## src/rtl/adc_scan_pkg.sv

```systemverilog
package adc_scan_pkg;
  typedef enum logic [2:0] {
    ST_CFG,
    ST_CFG_XFER,
    ST_GAP,
    ST_SEL_XFER,
    ST_EOC
  } seq_state_e;
endpackage

```

## src/rtl/spi_frame_engine.sv

```systemverilog
module spi_frame_engine #(
  parameter int FRAME_W  = 16,
  parameter int RES_W    = 12,
  parameter int HALF_DIV = 2
) (
  input  logic               clk_i,
  input  logic               rst_ni,
  input  logic               start_i,
  input  logic [FRAME_W-1:0] tx_i,
  output logic               busy_o,
  output logic               done_o,
  output logic [RES_W-1:0]   rx_o,
  output logic               cs_no,
  output logic               sclk_o,
  output logic               mosi_o,
  input  logic               miso_i
);
  localparam int DIV_W = $clog2(HALF_DIV + 1);
  localparam int BIT_W = $clog2(FRAME_W + 1);

  logic               busy_q, done_q, cs_q, sclk_q;
  logic [DIV_W-1:0]   div_q;
  logic [BIT_W-1:0]   bit_q;
  logic [FRAME_W-1:0] tx_q, rx_q;

  always_ff @(posedge clk_i or negedge rst_ni) begin
    if (!rst_ni) begin
      busy_q <= 1'b0;
      done_q <= 1'b0;
      cs_q   <= 1'b1;
      sclk_q <= 1'b0;
      div_q  <= '0;
      bit_q  <= '0;
      tx_q   <= '0;
      rx_q   <= '0;
    end else begin
      done_q <= 1'b0;
      if (start_i && !busy_q) begin
        busy_q <= 1'b1;
        cs_q   <= 1'b0;
        sclk_q <= 1'b0;
        tx_q   <= tx_i;
        div_q  <= '0;
        bit_q  <= '0;
      end else if (busy_q) begin
        if (div_q == DIV_W'(HALF_DIV - 1)) begin
          div_q <= '0;
          if (!sclk_q) begin
            sclk_q <= 1'b1;
            rx_q   <= {rx_q[FRAME_W-2:0], miso_i};
          end else begin
            sclk_q <= 1'b0;
            tx_q   <= {tx_q[FRAME_W-2:0], 1'b0};
            if (bit_q == BIT_W'(FRAME_W - 1)) begin
              busy_q <= 1'b0;
              cs_q   <= 1'b1;
              done_q <= 1'b1;
            end else begin
              bit_q <= bit_q + 1'b1;
            end
          end
        end else begin
          div_q <= div_q + 1'b1;
        end
      end
    end
  end

  assign busy_o = busy_q;
  assign done_o = done_q;
  // result occupies the first RES_W bits clocked in
  assign rx_o   = rx_q[FRAME_W-1 -: RES_W];
  assign cs_no  = cs_q;
  assign sclk_o = sclk_q;
  assign mosi_o = tx_q[FRAME_W-1];

  p_sclk_idle_r4: assert property (@(posedge clk_i) disable iff (!rst_ni)
    cs_q |-> !sclk_q);
  p_done_pulse_r4: assert property (@(posedge clk_i) disable iff (!rst_ni)
    done_q |=> !done_q);
  p_cs_from_start_r4: assert property (@(posedge clk_i) disable iff (!rst_ni)
    $fell(cs_q) |-> $past(start_i));
  p_mosi_stable_r4: assert property (@(posedge clk_i) disable iff (!rst_ni)
    $rose(sclk_q) |-> $stable(mosi_o));
endmodule

```

## src/rtl/scan_sequencer.sv

```systemverilog
module scan_sequencer
  import adc_scan_pkg::*;
#(
  parameter int          NUM_CH   = 8,
  parameter int          RES_W    = 12,
  parameter int          CMD_W    = 4,
  parameter int          SPACING  = 250,
  parameter int          TIMEOUT  = 64,
  parameter logic [3:0]  CFG_CMD  = 4'hA,
  parameter logic [11:0] CFG_WORD = 12'h800,
  localparam int         CH_W     = $clog2(NUM_CH),
  localparam int         FRAME_W  = CMD_W + RES_W
) (
  input  logic               clk_i,
  input  logic               rst_ni,
  output logic               start_o,
  output logic [FRAME_W-1:0] tx_o,
  input  logic               done_i,
  input  logic [RES_W-1:0]   rx_i,
  input  logic               eoc_i,
  output logic               wr_en_o,
  output logic [CH_W-1:0]    wr_ch_o,
  output logic [RES_W-1:0]   wr_data_o,
  output logic               scan_done_o,
  output logic               timeout_o
);
  localparam int GAP_W  = $clog2(SPACING);
  localparam int WAIT_W = $clog2(TIMEOUT);

  seq_state_e       state_q;
  logic [CH_W-1:0]  ch_q, pend_ch_q;
  logic             pend_valid_q;
  logic [GAP_W-1:0] gap_q;
  logic [WAIT_W-1:0] wait_q;
  logic             scan_done_q, timeout_q;
  logic             gap_ok, last_ch;

  assign gap_ok  = (gap_q == GAP_W'(SPACING - 1));
  assign last_ch = (ch_q == CH_W'(NUM_CH - 1));

  always_comb begin
    start_o = (state_q == ST_CFG) || (state_q == ST_GAP && gap_ok);
    if (state_q == ST_CFG) tx_o = {CMD_W'(CFG_CMD), RES_W'(CFG_WORD)};
    else                   tx_o = {CMD_W'(ch_q), RES_W'(0)};
  end

  assign wr_en_o   = (state_q == ST_SEL_XFER) && done_i && pend_valid_q;
  assign wr_ch_o   = pend_ch_q;
  assign wr_data_o = rx_i;

  always_ff @(posedge clk_i or negedge rst_ni) begin
    if (!rst_ni) gap_q <= '0;
    else if (start_o) gap_q <= '0;
    else if (!gap_ok) gap_q <= gap_q + 1'b1;
  end

  always_ff @(posedge clk_i or negedge rst_ni) begin
    if (!rst_ni) begin
      state_q      <= ST_CFG;
      ch_q         <= '0;
      pend_ch_q    <= '0;
      pend_valid_q <= 1'b0;
      wait_q       <= '0;
      scan_done_q  <= 1'b0;
      timeout_q    <= 1'b0;
    end else begin
      scan_done_q <= 1'b0;
      timeout_q   <= 1'b0;
      case (state_q)
        ST_CFG: state_q <= ST_CFG_XFER;
        ST_CFG_XFER: if (done_i) begin
          state_q      <= ST_GAP;
          ch_q         <= '0;
          pend_valid_q <= 1'b0;
        end
        ST_GAP: if (gap_ok) state_q <= ST_SEL_XFER;
        ST_SEL_XFER: if (done_i) begin
          if (pend_valid_q && pend_ch_q == CH_W'(NUM_CH - 1)) scan_done_q <= 1'b1;
          state_q <= ST_EOC;
          wait_q  <= '0;
        end
        ST_EOC: begin
          if (eoc_i || wait_q == WAIT_W'(TIMEOUT - 1)) begin
            pend_valid_q <= eoc_i;
            pend_ch_q    <= ch_q;
            ch_q         <= last_ch ? '0 : ch_q + 1'b1;
            state_q      <= ST_GAP;
            if (!eoc_i) begin
              timeout_q <= 1'b1;
              if (last_ch) scan_done_q <= 1'b1;
            end
          end else begin
            wait_q <= wait_q + 1'b1;
          end
        end
        default: state_q <= ST_CFG;
      endcase
    end
  end

  assign scan_done_o = scan_done_q;
  assign timeout_o   = timeout_q;

  p_scan_done_pulse_r9: assert property (@(posedge clk_i) disable iff (!rst_ni)
    scan_done_q |=> !scan_done_q);
  p_timeout_pulse_r8: assert property (@(posedge clk_i) disable iff (!rst_ni)
    timeout_q |=> !timeout_q);
  p_start_needs_done_r5: assert property (@(posedge clk_i) disable iff (!rst_ni)
    (state_q == ST_EOC && !eoc_i && wait_q != WAIT_W'(TIMEOUT - 1)) |=> state_q == ST_EOC);
  p_write_after_select_r6: assert property (@(posedge clk_i) disable iff (!rst_ni)
    wr_en_o |-> pend_ch_q == (ch_q == '0 ? CH_W'(NUM_CH - 1) : ch_q - 1'b1));
endmodule

```

## src/rtl/result_bank.sv

```systemverilog
module result_bank #(
  parameter int NUM_CH = 8,
  parameter int RES_W  = 12,
  localparam int CH_W  = $clog2(NUM_CH)
) (
  input  logic                    clk_i,
  input  logic                    rst_ni,
  input  logic                    wr_en_i,
  input  logic [CH_W-1:0]         wr_ch_i,
  input  logic [RES_W-1:0]        wr_data_i,
  output logic [NUM_CH*RES_W-1:0] result_o
);
  logic [NUM_CH-1:0] we;

  for (genvar i = 0; i < NUM_CH; i++) begin : g_slot
    logic [RES_W-1:0] slot_q;
    assign we[i] = wr_en_i && (wr_ch_i == CH_W'(i));
    always_ff @(posedge clk_i or negedge rst_ni) begin
      if (!rst_ni)    slot_q <= '0;
      else if (we[i]) slot_q <= wr_data_i;
    end
    assign result_o[i*RES_W +: RES_W] = slot_q;
  end

  p_one_write_r6: assert property (@(posedge clk_i) disable iff (!rst_ni)
    $onehot0(we));
endmodule

```

## src/rtl/adc_scan_ctrl.sv

```systemverilog
module adc_scan_ctrl #(
  parameter int          NUM_CH   = 8,
  parameter int          RES_W    = 12,
  parameter int          CMD_W    = 4,
  parameter int          HALF_DIV = 2,
  parameter int          SPACING  = 250,
  parameter int          TIMEOUT  = 64,
  parameter logic [3:0]  CFG_CMD  = 4'hA,
  parameter logic [11:0] CFG_WORD = 12'h800
) (
  input  logic                    clk_i,
  input  logic                    rst_ni,
  output logic                    adc_cs_no,
  output logic                    adc_sclk_o,
  output logic                    adc_mosi_o,
  input  logic                    adc_miso_i,
  input  logic                    adc_eoc_ni,
  output logic [NUM_CH*RES_W-1:0] result_o,
  output logic                    scan_done_o,
  output logic                    timeout_o
);
  localparam int CH_W    = $clog2(NUM_CH);
  localparam int FRAME_W = CMD_W + RES_W;
  localparam int SP_W    = $clog2(SPACING + 1);

  logic               start, busy, done;
  logic [FRAME_W-1:0] tx;
  logic [RES_W-1:0]   rx, wr_data;
  logic               wr_en;
  logic [CH_W-1:0]    wr_ch;
  logic [1:0]         eoc_sync_q;

  always_ff @(posedge clk_i or negedge rst_ni) begin
    if (!rst_ni) eoc_sync_q <= 2'b11;
    else         eoc_sync_q <= {eoc_sync_q[0], adc_eoc_ni};
  end

  spi_frame_engine #(.FRAME_W(FRAME_W), .RES_W(RES_W), .HALF_DIV(HALF_DIV)) u_spi (
    .clk_i, .rst_ni,
    .start_i(start), .tx_i(tx), .busy_o(busy), .done_o(done), .rx_o(rx),
    .cs_no(adc_cs_no), .sclk_o(adc_sclk_o), .mosi_o(adc_mosi_o), .miso_i(adc_miso_i)
  );

  scan_sequencer #(
    .NUM_CH(NUM_CH), .RES_W(RES_W), .CMD_W(CMD_W), .SPACING(SPACING),
    .TIMEOUT(TIMEOUT), .CFG_CMD(CFG_CMD), .CFG_WORD(CFG_WORD)
  ) u_seq (
    .clk_i, .rst_ni,
    .start_o(start), .tx_o(tx), .done_i(done), .rx_i(rx), .eoc_i(!eoc_sync_q[1]),
    .wr_en_o(wr_en), .wr_ch_o(wr_ch), .wr_data_o(wr_data),
    .scan_done_o, .timeout_o
  );

  result_bank #(.NUM_CH(NUM_CH), .RES_W(RES_W)) u_bank (
    .clk_i, .rst_ni,
    .wr_en_i(wr_en), .wr_ch_i(wr_ch), .wr_data_i(wr_data), .result_o
  );

  // frame-rate window, checked with a counter rather than a deep $past
  logic            cs_d_q, seen_q;
  logic [SP_W-1:0] since_q;
  always_ff @(posedge clk_i or negedge rst_ni) begin
    if (!rst_ni) begin
      cs_d_q  <= 1'b1;
      seen_q  <= 1'b0;
      since_q <= '0;
    end else begin
      cs_d_q <= adc_cs_no;
      if (cs_d_q && !adc_cs_no) begin
        since_q <= SP_W'(1);
        seen_q  <= 1'b1;
      end else if (since_q != SP_W'(SPACING)) begin
        since_q <= since_q + 1'b1;
      end
    end
  end

  p_spacing_r7: assert property (@(posedge clk_i) disable iff (!rst_ni)
    (cs_d_q && !adc_cs_no && seen_q) |-> since_q >= SP_W'(SPACING));
  p_no_start_busy_r4: assert property (@(posedge clk_i) disable iff (!rst_ni)
    start |-> !busy);
endmodule

```

## config.mk

```make
export PLATFORM = sky130hd
export DESIGN_NAME = adc_scan_ctrl
export DESIGN_NICKNAME = d
export VERILOG_FILES = /design/src/rtl/adc_scan_pkg.sv /design/src/rtl/spi_frame_engine.sv /design/src/rtl/scan_sequencer.sv /design/src/rtl/result_bank.sv /design/src/rtl/adc_scan_ctrl.sv
export SDC_FILE = /design/constraint.sdc
export NUM_CORES = 1
export LEC_CHECK = 0
export ABC_CLOCK_PERIOD_IN_PS = 2300
export BUFFER_PORTS_ARGS = -buffer_cell sky130_fd_sc_hd__buf_4
export CORE_MARGIN = 5
export CORE_UTILIZATION = 56
export CTS_CLUSTER_DIAMETER = 200
export CTS_CLUSTER_SIZE = 28
export DETAILED_ROUTE_END_ITERATION = 16
export PLACE_DENSITY = 0.79
export SETUP_SLACK_MARGIN = 0.3
export SLEW_MARGIN = 25
export SYNTH_ARGS = -nofsm -noshare
export SYNTH_HDL_FRONTEND = slang
export SYNTH_SLANG_ARGS = --single-unit
```

## constraint.sdc

```tcl
create_clock -name clk_i -period 2.3 [get_ports clk_i]
set_clock_uncertainty 0.1 [all_clocks]
set_input_delay 0.345 -clock clk_i [delete_from_list [all_inputs] [get_ports clk_i]]
set_output_delay 0.345 -clock clk_i [all_outputs]
set_load 0.05 [all_outputs]
```

# Yosys cells after proc, flatten, opt, wreduce, memory -nomap -nowiden
# Index checks and enable logic that the tools add are counted.
# W data, S select, Z words.
# classes
n_mux	58
n_addsub	5
eq_ne	23
n_reduce_logical	34
n_bitwise	2
# op_table
op	n
$mux W16	5
$mux W1	29
$mux W5	5
$mux W3	7
$eq A3 B3 Y1 const B	6
$mux W8	2
$reduce_and A4 Y1	4
$pmux W3 S5	1
$logic_and A1 B1 Y1	13
$eq A3 B2 Y1 const B	4
$mux W6	2
$pmux W6 S2	1
$reduce_bool A2 Y1	6
$reduce_and A3 Y1	3
$add A8 B1 Y8 const B	1
$eq A8 B8 Y1 const B	1
$ne A2 B2 Y1 const B	4
$add A6 B1 Y6 const B	1
$eq A3 B1 Y1 const B	2
$eq A6 B6 Y1 const B	1
$logic_not A3 Y1	2
$mux W2	3
$ne A2 B1 Y1 const B	3
$pmux W3 S2	1
other kinds (10)	15
# word_totals
regBits	167
in_bits	4

# Longest topological paths before layout
# logic_depth
depth_word	6
mapped_depth	6
depth_no_buf	6

# Cells and area by module
# A second synthesis with hierarchy kept.
# hier_totals
hier_cells	518
hier_area_um2	7173.1
# by_module_without_submodules
mod	cells_each	seq_area_each_um2	instances	area_each_um2
result_bank	208	2402.3	1	3659.8
spi_frame_engine	154	1077.3	1	1923.1
scan_sequencer	153	650.6	1	1534.0
adc_scan_ctrl	3	52.6	1	56.3

# Worst setup path before layout
# Ideal clock, no wire load.
# synth_path
kind	reg2reg
from	register u_seq.wait_q[0]
to	register u_seq.ch_q[0]
arrival_ns	1.882
path_stages_with_launch	6
period_less_slack_ns	2.107
slack_ns	0.193
n_path_buf	0
cell_sequence	dfrtp_1 -> ha_1 -> nand3_1 -> or4_1 -> a21oi_1 -> mux2_2
# synth_via
elab_chain_len	4
# synth_lines
element	line_no	text
start, declared	scan_sequencer.sv:34	logic [WAIT_W-1:0] wait_q;
start signal, assigned	scan_sequencer.sv:93	wait_q <= wait_q + 1'b1;
$eq A6 B6 Y1	scan_sequencer.sv:83	if (eoc_i || wait_q == WAIT_W'(TIMEOUT - 1)) begin
$logic_or A1 B1 Y1	scan_sequencer.sv:83	
$ne A2 B1 Y1 (no source line)	--	
$reduce_and A3 Y1 (no source line)	--	
end signal, assigned	scan_sequencer.sv:86	ch_q <= last_ch ? '0 : ch_q + 1'b1;
end, declared	scan_sequencer.sv:31	logic [CH_W-1:0] ch_q, pend_ch_q;
# Every way passes these cells.
# A chain may end at the register's enable or synchronous reset.

# Worst setup path after layout
# layout_path
from	register u_seq.wait_q[1]
to	register u_seq.ch_q[0]
# The elaborated chain is that of the path after synthesis.

==> run summary <==
Power Density - 742 mW/mm^2
Number of synthesized flops with an enable pin - 0
Critical path class - reg -> reg
Total CTS buffers - 17
Remaining DRCs - 0
Sequential-to-total area share from yosys stat - 61.3%
Worst reg-to-reg setup slack - 0.30 ns
Clk sink count - 156
Critical path buffers and inverters - 0
Largest net degree at the start of global routing - 51
R2R Path Start - u_seq.wait_q[1]
Total track usage - 20.9%
Synth warn - 0
Max clock buf depth - 2
Die Footprint - 0.0136 sq mm
Cell-by-cell trace of the critical path - ha_4 -> nand3_2 -> or4_4 -> a21oi_4 -> mux2_2
Slew headroom - 67.9%
Syn Area/Cell - 14.0 sq um
Max-cap viol count - 0
Crit start category - flop
Port buffer count - 104
Post-synthesis cell count - 456
# IOs - 105
Worst r2r path cells - 5
CTS tree - yes
Final Hold Vio Count - 0
Via density - 5.54
Yosys reg bits - 156
P&R area growth vs syn - 28.0%
CP endpoint kind - flop
Drt pass-1 iters - 5
Initial Util - 56.5%
Number of library cell types mapped by synthesis - 47
Unrepaired setup endpoints after global routing - yes
DR WL/cell - 18.8 microns
Most instantiated library cell after synthesis - dfrtp_1
First-pass GRT wire length - 21500 microns
Final WS setup - 0.296 ns
Setup TNS - 0 ns
Top_reg_cell synth - dfrtp_1
Final setup violating endpoints - 0
Crit-path max cell delay - 0.57 ns
CP required - 2.50 ns
Slowest CP cell - or4_4
Kind of cell adding the most delay to the critical path - simple AND/OR/NAND/NOR gates
Synth Cell Area - 0.00637 sq mm
CP arrival - 2.20 ns
Worst VDD drop - 508 uV
Min Tclk post-route - 2.00 ns
Core Rows - 39
Die X - 117 microns
Yosys top cell area share - 60.1%
Core area - 0.0113 sq mm
Via count - 4053
Worst Tran Pin Value - 0.482 ns
Reg2reg end - u_seq.ch_q[0]
Clk_lat worst skew - 0.42 ns
GRT overflow - 0
Status - finished, final reports clean
Post-synth top area cell - dfrtp_1
Hold path cells - 2
Clk pin slew, worst setup/hold paths - 0.06 ns
Post-Syn Nets - 467
Post-synth top cells - dfrtp_1 (153), mux2_2 (106), nand2_1 (25)
Ant diodes - 0
Root buffer cell - clkbuf_16
Pre-CTS WS - 0.344 ns
Antenna Nets Post-Route - 0
Async SR Flop Fraction - 100%
# fillers - 725
Hold endpoint - u_spi.rx_q[0]
Initial antenna violation count - 0
Largest cells by area after synthesis - dfrtp_1 (60%), mux2_2 (19%), mux2_4 (2.4%)
NumNets Final - 589
WL final - 13700 microns
Leakage - 0.00420 uW
Max Slew Vio Count - 0
Die Y - 117 microns
Crit-path max FO - 3
Htree depth - 4
Ratio of cells with drive above 1 in the final layout - 49.6%
GPL Wtd Cong - 0.809
Vias in the first global route - 4096
Dpl hpwl - 9170 microns
HP Class - in -> reg
HP Start - adc_miso_i
Final Cycle Share - 87.1%
Fmax - 499 MHz
Iter 0 DRT Violations - 210
-- logic make-up (layout without fill, tap and decap cells) --
group | Yosys count | in the layout | synth area share (%)
XOR/XNOR | 9 | 9 | 1.24
AO/OA/AOI/OAI | 39 | 39 | 3.91
multiplexers | 122 | 122 | 22.0
flip-flops | 156 | 156 | 61.3
adder cells (fa/ha/maj) | 7 | 7 | 1.37
AND/OR/NAND/NOR | 86 | 86 | 7.48
buffers and inverters | 37 | 170 | 2.61
-- worst max-delay path by stage --
stage                             endpoint  depth (start not counted)             start
2_1_floorplan  u_bank.g_slot[0].slot_q[10]                          6  u_seq.state_q[2]
3_3_place_gp    u_bank.g_slot[0].slot_q[4]                          4      u_spi.done_o
3_5_place_dp    u_bank.g_slot[0].slot_q[9]                          4      u_spi.done_o
4_1_cts                    u_seq.wait_q[5]                          6   u_seq.wait_q[0]
5_1_grt                      u_seq.ch_q[0]                          5   u_seq.wait_q[1]
6_report                     u_seq.ch_q[0]                          5   u_seq.wait_q[1]
-- flip-flops by register name (all words and copies together) (netlist names), 2 cells and up --
name / flops
u_seq.wr_ch_o: 3
u_spi.rx_q: 16
u_seq.gap_q: 8
eoc_sync_q: 2
u_seq.ch_q: 3
u_spi.tx_q: 5
u_seq.wait_q: 6
u_bank.g_slot.slot_q: 96
u_spi.div_q: 2
u_seq.state_q: 3
u_spi.bit_q: 5
-- power breakdown --
group	switching (uW)	internal (uW)
Combinational	56.4	23.0
Sequential	26.3	2760
Clock	1060	2130
Total	1140	4910
-- through the flow --
stage | hold WS (ns) | cells | total power, uW | instance area, sq um | utilization (%)
3_5_place_dp | 0.221 | 697 | 2910 | 7390 | 65.6
2_1_floorplan | -0.0506 | 456 | 2840 | 6380 | -
6_report | 0.0696 | 732 | 6050 | 8150 | 72.3
5_1_grt | 0.0594 | 732 | 6220 | 8150 | 72.3
3_3_place_gp | 0.211 | 697 | 2910 | 7390 | 65.6
4_1_cts | 0.0596 | 729 | 6100 | 8090 | 71.7
-- cells in the final DEF (no fill, tap or decap), types with 10 or more instances in the layout --
master,Yosys,layout
nor2_1,20,20
clkbuf_16,0,17
buf_4,1,121
nand2_1,25,25
dfrtp_1,153,151
mux2_2,106,106
mux2_4,10,10
inv_1,11,11
a21oi_1,11,10
o21ai_0,10,10
-- layer usage --
metal	vias up	track usage, %	part of all wire [%]
met5	-	0	0
met4	0	7.87	1.8
met3	20	4.51	5.8
met2	115	35.5	51
met1	2072	26.3	41
li1	1846	-	-
-- timing repair --
action                                 4_1_cts  5_1_grt
setup endpoints to repair                    0       46
buffers inserted                             0        3
hold buffers                                 2        0
endpoints found under the hold margin       48        0
gates resized for setup                      0       10
-- area by class of cell --
| class | instances | area, sq um | area share (%) |
|---|---|---|---|
| Sequential cell | 156 | 3910 | 48.0 |
| Multi-Input combinational cell | 263 | 2330 | 28.6 |
| Timing Repair Buffer | 129 | 1010 | 12.4 |
| Clock buffer | 17 | 425 | 5.22 |
| Clock inverter | 13 | 246 | 3.02 |
| Tap cell | 143 | 179 | 2.20 |
| Inverter | 11 | 41.3 | 0.507 |
No activity file was read; power rests on OpenSTA's default activity.
